<file path="config.mk">
export PLATFORM = sky130hd
export DESIGN_NAME = sig_phase_ctrl
export DESIGN_NICKNAME = d
export VERILOG_FILES = /design/src/rtl/sig_pkg.sv /design/src/rtl/sig_next_state.sv /design/src/rtl/sig_state_reg.sv /design/src/rtl/sig_lamp_decode.sv /design/src/rtl/sig_phase_ctrl.sv
export SDC_FILE = /design/constraint.sdc
export NUM_CORES = 1
export LEC_CHECK = 0
export BUFFER_PORTS_ARGS = -buffer_cell sky130_fd_sc_hd__buf_4
export CAP_MARGIN = 0
export CORE_AREA = 2 2 39 41
export CTS_BUF_LIST = sky130_fd_sc_hd__clkbuf_4 sky130_fd_sc_hd__clkbuf_8
export CTS_CLUSTER_DIAMETER = 200
export CTS_CLUSTER_SIZE = 10
export DETAILED_ROUTE_END_ITERATION = 8
export DIE_AREA = 0 0 41 43
export SYNTH_ARGS = -nofsm -noshare
export SYNTH_HDL_FRONTEND = slang
export SYNTH_SLANG_ARGS = --single-unit
</file>
<file path="constraint.sdc">
create_clock -name clk_i -period 2.5 [get_ports clk_i]
set_clock_uncertainty 0.15 [all_clocks]
set_input_delay 0.25 -clock clk_i [delete_from_list [all_inputs] [get_ports clk_i]]
set_output_delay 0.25 -clock clk_i [all_outputs]
set_load 0.05 [all_outputs]
</file>
<file path="src/rtl/sig_pkg.sv">
package sig_pkg;

  typedef enum logic [2:0] {
    PH_RED         = 3'd0,
    PH_YELLOW      = 3'd1,
    PH_GREEN       = 3'd2,
    PH_FLASH_YEL   = 3'd3,
    PH_FLASH_RED   = 3'd4,
    PH_ARROW       = 3'd5
  } phase_e;

  localparam int unsigned PHASE_W = 3;
  localparam int unsigned LAMP_W  = 4;

  localparam logic [LAMP_W-1:0] LAMP_RED    = 4'b0001;
  localparam logic [LAMP_W-1:0] LAMP_YELLOW = 4'b0010;
  localparam logic [LAMP_W-1:0] LAMP_GREEN  = 4'b0100;
  localparam logic [LAMP_W-1:0] LAMP_ARROW  = 4'b1000;

  function automatic logic phase_legal(input logic [PHASE_W-1:0] code);
    return code <= PH_ARROW;
  endfunction

endpackage

</file>
<file path="src/rtl/sig_next_state.sv">
module sig_next_state
  import sig_pkg::*;
#(
  parameter int unsigned DWELL_RED    = 32,
  parameter int unsigned DWELL_ARROW  = 8,
  parameter int unsigned DWELL_GREEN  = 24,
  parameter int unsigned DWELL_YELLOW = 6,
  parameter int unsigned CNT_W        = 5
) (
  input  logic [PHASE_W-1:0] state_i,
  input  logic [CNT_W-1:0]   cnt_i,
  input  logic               maint_i,
  input  logic               maint_sel_i,
  output logic [PHASE_W-1:0] state_o,
  output logic [CNT_W-1:0]   cnt_o,
  output logic               illegal_o
);

  localparam logic [CNT_W-1:0] LAST_RED    = CNT_W'(DWELL_RED - 1);
  localparam logic [CNT_W-1:0] LAST_ARROW  = CNT_W'(DWELL_ARROW - 1);
  localparam logic [CNT_W-1:0] LAST_GREEN  = CNT_W'(DWELL_GREEN - 1);
  localparam logic [CNT_W-1:0] LAST_YELLOW = CNT_W'(DWELL_YELLOW - 1);

  logic [CNT_W-1:0]   last_cnt;
  logic [PHASE_W-1:0] succ;
  logic               dwell_done;

  // dwell limit and successor of each normal phase
  always_comb begin
    last_cnt = LAST_RED;
    succ     = PH_RED;
    unique case (state_i)
      PH_RED:    begin last_cnt = LAST_RED;    succ = PH_ARROW;  end
      PH_ARROW:  begin last_cnt = LAST_ARROW;  succ = PH_GREEN;  end
      PH_GREEN:  begin last_cnt = LAST_GREEN;  succ = PH_YELLOW; end
      PH_YELLOW: begin last_cnt = LAST_YELLOW; succ = PH_RED;    end
      default:   begin last_cnt = LAST_RED;    succ = PH_RED;    end
    endcase
  end

  assign dwell_done = (cnt_i == last_cnt);

  // priority: unused code, then maintenance, then dwell
  always_comb begin
    state_o   = state_i;
    cnt_o     = cnt_i + CNT_W'(1);
    illegal_o = 1'b0;
    if (!phase_legal(state_i)) begin
      state_o   = PH_RED;
      cnt_o     = '0;
      illegal_o = 1'b1;
    end else if (maint_i) begin
      state_o = maint_sel_i ? PH_FLASH_RED : PH_FLASH_YEL;
      cnt_o   = '0;
    end else if (state_i == PH_FLASH_YEL || state_i == PH_FLASH_RED) begin
      state_o = PH_RED;
      cnt_o   = '0;
    end else if (dwell_done) begin
      state_o = succ;
      cnt_o   = '0;
    end
  end

endmodule

</file>
<file path="src/rtl/sig_state_reg.sv">
module sig_state_reg
  import sig_pkg::*;
#(
  parameter int unsigned CNT_W = 5
) (
  input  logic               clk_i,
  input  logic               rst_ni,
  input  logic [PHASE_W-1:0] state_d_i,
  input  logic [CNT_W-1:0]   cnt_d_i,
  output logic [PHASE_W-1:0] state_q_o,
  output logic [CNT_W-1:0]   cnt_q_o
);

  logic [PHASE_W-1:0] state_q;
  logic [CNT_W-1:0]   cnt_q;

  always_ff @(posedge clk_i or negedge rst_ni) begin
    if (!rst_ni) begin
      state_q <= PH_RED;
      cnt_q   <= '0;
    end else begin
      state_q <= state_d_i;
      cnt_q   <= cnt_d_i;
    end
  end

  assign state_q_o = state_q;
  assign cnt_q_o   = cnt_q;

endmodule

</file>
<file path="src/rtl/sig_lamp_decode.sv">
module sig_lamp_decode
  import sig_pkg::*;
(
  input  logic [PHASE_W-1:0] state_i,
  output logic [LAMP_W-1:0]  lamp_o,
  output logic               flash_o
);

  always_comb begin
    lamp_o  = LAMP_RED;
    flash_o = 1'b0;
    unique case (state_i)
      PH_RED:       lamp_o = LAMP_RED;
      PH_ARROW:     lamp_o = LAMP_ARROW;
      PH_GREEN:     lamp_o = LAMP_GREEN;
      PH_YELLOW:    lamp_o = LAMP_YELLOW;
      PH_FLASH_YEL: begin lamp_o = LAMP_YELLOW; flash_o = 1'b1; end
      PH_FLASH_RED: begin lamp_o = LAMP_RED;    flash_o = 1'b1; end
      default:      lamp_o = LAMP_RED; // unused codes fail safe
    endcase
  end

endmodule

</file>
<file path="src/rtl/sig_phase_ctrl.sv">
module sig_phase_ctrl
  import sig_pkg::*;
#(
  parameter int unsigned DWELL_RED    = 32,
  parameter int unsigned DWELL_ARROW  = 8,
  parameter int unsigned DWELL_GREEN  = 24,
  parameter int unsigned DWELL_YELLOW = 6
) (
  input  logic              clk_i,
  input  logic              rst_ni,
  input  logic              maint_i,
  input  logic              maint_sel_i,
  output logic [LAMP_W-1:0] lamp_o,
  output logic              flash_o,
  output logic              illegal_o
);

  localparam int unsigned MAX_RA    = (DWELL_RED > DWELL_ARROW) ? DWELL_RED : DWELL_ARROW;
  localparam int unsigned MAX_GY    = (DWELL_GREEN > DWELL_YELLOW) ? DWELL_GREEN : DWELL_YELLOW;
  localparam int unsigned MAX_DWELL = (MAX_RA > MAX_GY) ? MAX_RA : MAX_GY;
  localparam int unsigned CNT_W     = (MAX_DWELL > 2) ? $clog2(MAX_DWELL) : 1;

  logic [PHASE_W-1:0] state_q, state_d;
  logic [CNT_W-1:0]   cnt_q, cnt_d;

  sig_next_state #(
    .DWELL_RED   (DWELL_RED),
    .DWELL_ARROW (DWELL_ARROW),
    .DWELL_GREEN (DWELL_GREEN),
    .DWELL_YELLOW(DWELL_YELLOW),
    .CNT_W       (CNT_W)
  ) u_next (
    .state_i    (state_q),
    .cnt_i      (cnt_q),
    .maint_i    (maint_i),
    .maint_sel_i(maint_sel_i),
    .state_o    (state_d),
    .cnt_o      (cnt_d),
    .illegal_o  (illegal_o)
  );

  sig_state_reg #(
    .CNT_W(CNT_W)
  ) u_reg (
    .clk_i    (clk_i),
    .rst_ni   (rst_ni),
    .state_d_i(state_d),
    .cnt_d_i  (cnt_d),
    .state_q_o(state_q),
    .cnt_q_o  (cnt_q)
  );

  sig_lamp_decode u_dec (
    .state_i(state_q),
    .lamp_o (lamp_o),
    .flash_o(flash_o)
  );

endmodule

</file>
==> impl_summary.md <==
Clock tree
The clock transition at the registers of the reported paths is 60 ps. The number of setup buffers added after CTS is 0. TritonCTS built the clock tree.

For the worst-skew pair, the clock arrives at the later sink with an insertion delay of 260 ps. The cell sitting at the root of the clock tree is a clkbuf_4. The maximum clock path buffer count is 2. The tree built by TritonCTS fans out to 8 sinks. The total clock buffers created by CTS is 3. The total number of H-tree levels is 1. Buffers inserted to repair hold after CTS numbered 1. After clock tree synthesis, the repair step resized 0 gates.

STA
Setup repair after global routing left no endpoint under its margin. At the pin with the least slew margin, the transition time is roughly 370 ps. In the finished design, the share of the clock period the worst path needs comes to 0.7933. Setup violations remaining at the end of the flow were counted as 0. In this run the tightest slew margin relative to its limit is 0.7532.

The final-report max-slew violation count is 0. The smallest clock period supported by the final layout is computed as 1983 ps. Summed over all failing endpoints, the final setup total negative slack is 0 ps. The hold violation total from the final report came to 0. The timing-limited maximum frequency is between 500 and 600 MHz.

On the final layout, the worst hold slack is 198.3 ps. The final worst setup slack is 516.8 ps.

Route
The routed layout has 386 vias. In the routed design, unresolved DRC markers number 0. The ratio of routed vias to standard cells is about 4.8. The mean routed wirelength per cell is approximately 13 um. The total iterations of the first detailed-routing run is 3. The number of violations reported at the end of detailed-routing iteration 0 is 4. The total length of routed wires is 1011 um. The count of nets left with antenna violations once routing finished came out at 0.

Worst setup path
The type of the setup path with the least slack is reg -> reg. On the worst path, the slowest cell contributes a delay of 560 ps. STA puts the critical path data arrival time at 1970 ps. The type of element capturing the critical path is a flop. The slowest stage of the critical path is the dfrtp_1 cell.

STA classifies the critical path startpoint as a flop. For the worst setup path, the data required time is 2480 ps. The largest fanout of any net on the critical path is 9.

Walking the worst path, the cells encountered are nor2b_4 -> xor2_1 -> and3_1 -> a31oi_4 -> mux2_4.

GRT
The first-pass GRT wire length is 1676 um. For this run, the total global-route usage over all layers was measured as 0.1449. The pin count of the biggest net entering global routing is 11. Summed over all layers, the global routing overflow is 0.

The via count of the first global-routing pass is 383. The initial antenna violation count is 0.

Synthesis
The Yosys step of the flow raised 0 warnings. Synthesis produced 54 cells. The average footprint of a synthesized cell is slightly above 10 um^2. The synthesized net count is 59.

The number of storage elements in the synthesis netlist is 8. The synthesized netlist contains 27 unique library cells. The netlist area before placement is 554.3 um^2. For this run, the register share of the synthesized area comes to 0.3612.

Floorplan
The die height is 43 um. After floorplanning, the core was divided into 14 placement rows. The die outline width is just over 40 um. The initial utilization of the core area, before any placement, comes to 0.4005. The number of I/O pins is 10. The area of the core is 1384 um^2. The die covers 1763 um^2.

Finish
The fraction of final layout cells with drive strength greater than 1 is 0.3281. The layout overhead on the synthesized area is 16.93%. The repair_antennas step left the layout with diodes totalling 0. Summing all non-filler instances in the final layout gives an area of around 650 um^2.

The share of the core filled with cells in the final layout is 0.4684. The number of nets in the final layout is 71.

Placed design
The placed standard-cell area is ~620 um^2. The final weighted congestion in routability-driven placement is 0.7316. The placement-stage worst setup slack is 544.1 ps. The number of input and output port buffers inserted is 9.

The placed wire-length estimate after detailed placement is 749.4 um.

Hold path
The worst hold path belongs to the class in -> async.

Pwr
The highest ir drop seen on vdd is 1.060 mV. The power per standard cell area is 1357 nW/um^2. Summed over all cells, the static leakage comes to 0.3150 nW.

Flow run
The max-capacitance violation count is 0.

Status
The run finished with clean final reports.
[layout by cell type (no fill, tap or decap)]
cell,instances
nor3b_4,1
dfrtp_1,8
xor2_2,1
dlygate4sd3_1,1
a31oi_4,1
nor2_2,1
and2_2,1
inv_1,2
nor2b_4,1
xor2_1,2
mux2_4,2
and2_1,5
xnor2_1,3
mux2i_1,1
a31oi_1,2
nand3_1,2
nand2_1,3
and2_4,1
nor2_1,6
buf_4,9
o21ai_0,1
and3_1,1
a21oi_1,2
o211ai_1,1
nor2b_1,1
clkbuf_4,3
ha_1,1
o32ai_1,1
[where the power goes]
group | switching [mW] | internal [mW]
clock | 0.0447 | 0.0550
sequential | 0.0886 | 0.168
combinational | 0.315 | 0.209
total | 0.448 | 0.431
[Yosys cell counts (all sizes together)]
cell | n | area [um^2]
mux2 | 2 | 30.03
xnor2 | 3 | 26.28
ha | 1 | 12.51
nand2 | 3 | 11.26
inv | 2 | 7.510
buf | 3 | 26.27
nor3b | 1 | 18.77
a31oi | 3 | 33.78
and2 | 7 | 47.55
xor2 | 3 | 33.79
nor2 | 7 | 28.78
nand3 | 2 | 10.01
o211ai | 1 | 7.510
mux2i | 1 | 10.01
a21oi | 2 | 10.01
o32ai | 1 | 8.760
o21ai | 1 | 5.000
nor2b | 2 | 20.02
dfrtp | 8 | 200.2
and3 | 1 | 6.260
[layer usage]
metal,vias up,wire (um),GRT usage
li1,201,-,-
met1,169,480,0.1954
met2,14,455,0.2063
met3,2,66,0.06283
met4,0,9,0.04000
met5,-,0,0
[layout make-up]
cell class	count	area (um^2)
fillers	131	735.7
repair buffers	10	77.57
well taps	16	20.02
multi-input cells	41	320.3
inverters	2	7.507
clock buffers	3	22.52
flip-flops and latches	8	200.2
[state kept, by name (all words and copies together), names as in the netlist]
signal,flops
u_reg.cnt_q_o,5
u_reg.state_q_o,3
[logic make-up (layout without fill, tap and decap cells)]
logic type               Yosys count  in the layout  share of synthesized area
AND/OR/NAND/NOR                   23             23                     0.2574
AO/OA/AOI/OAI                      8              8                     0.1174
flip-flops                         8              8                     0.3612
XOR/XNOR                           6              6                     0.1084
buffers and inverters              5             15                    0.06094
multiplexers                       3              3                    0.07224
adder cells (fa/ha/maj)            1              1                    0.02257
[critical path: cells and delay by family (launching register included)]
family	cells	cell delay, ps
DFF	1	560
and+or+nand+nor	2	500
muxes	1	330
AOI/OAI and AO/OA	1	250
xor gates and xnor gates	1	80
[metrics by stage]
stage / cells / power, mW
final: 80 / 0.8794
after global routing: 80 / 0.9441
after CTS: 80 / 0.8902
after detailed placement: 76 / 0.7809
after global placement: 76 / 0.7852
after floorplan: 54 / 0.6949
[path summary, 6_finish.rpt]
check | from | endpoint | slack [ps] | cells after the start
setup / recovery | u_reg.state_q_o[0] | u_reg.state_q_o[1] | 520 | 5
hold / removal | rst_ni | u_reg.cnt_q_o[1] | 200 | 2
setup reg to reg | u_reg.state_q_o[0] | u_reg.state_q_o[1] | 520 | 5
hold reg to reg | u_reg.cnt_q_o[0] | u_reg.cnt_q_o[0] | 340 | 1
max in group asynchronous | rst_ni | u_reg.cnt_q_o[0] | 1860 | 2
min in group clk_i | maint_i | u_reg.state_q_o[2] | 310 | 4
Power figures use the tool's default switching activity.
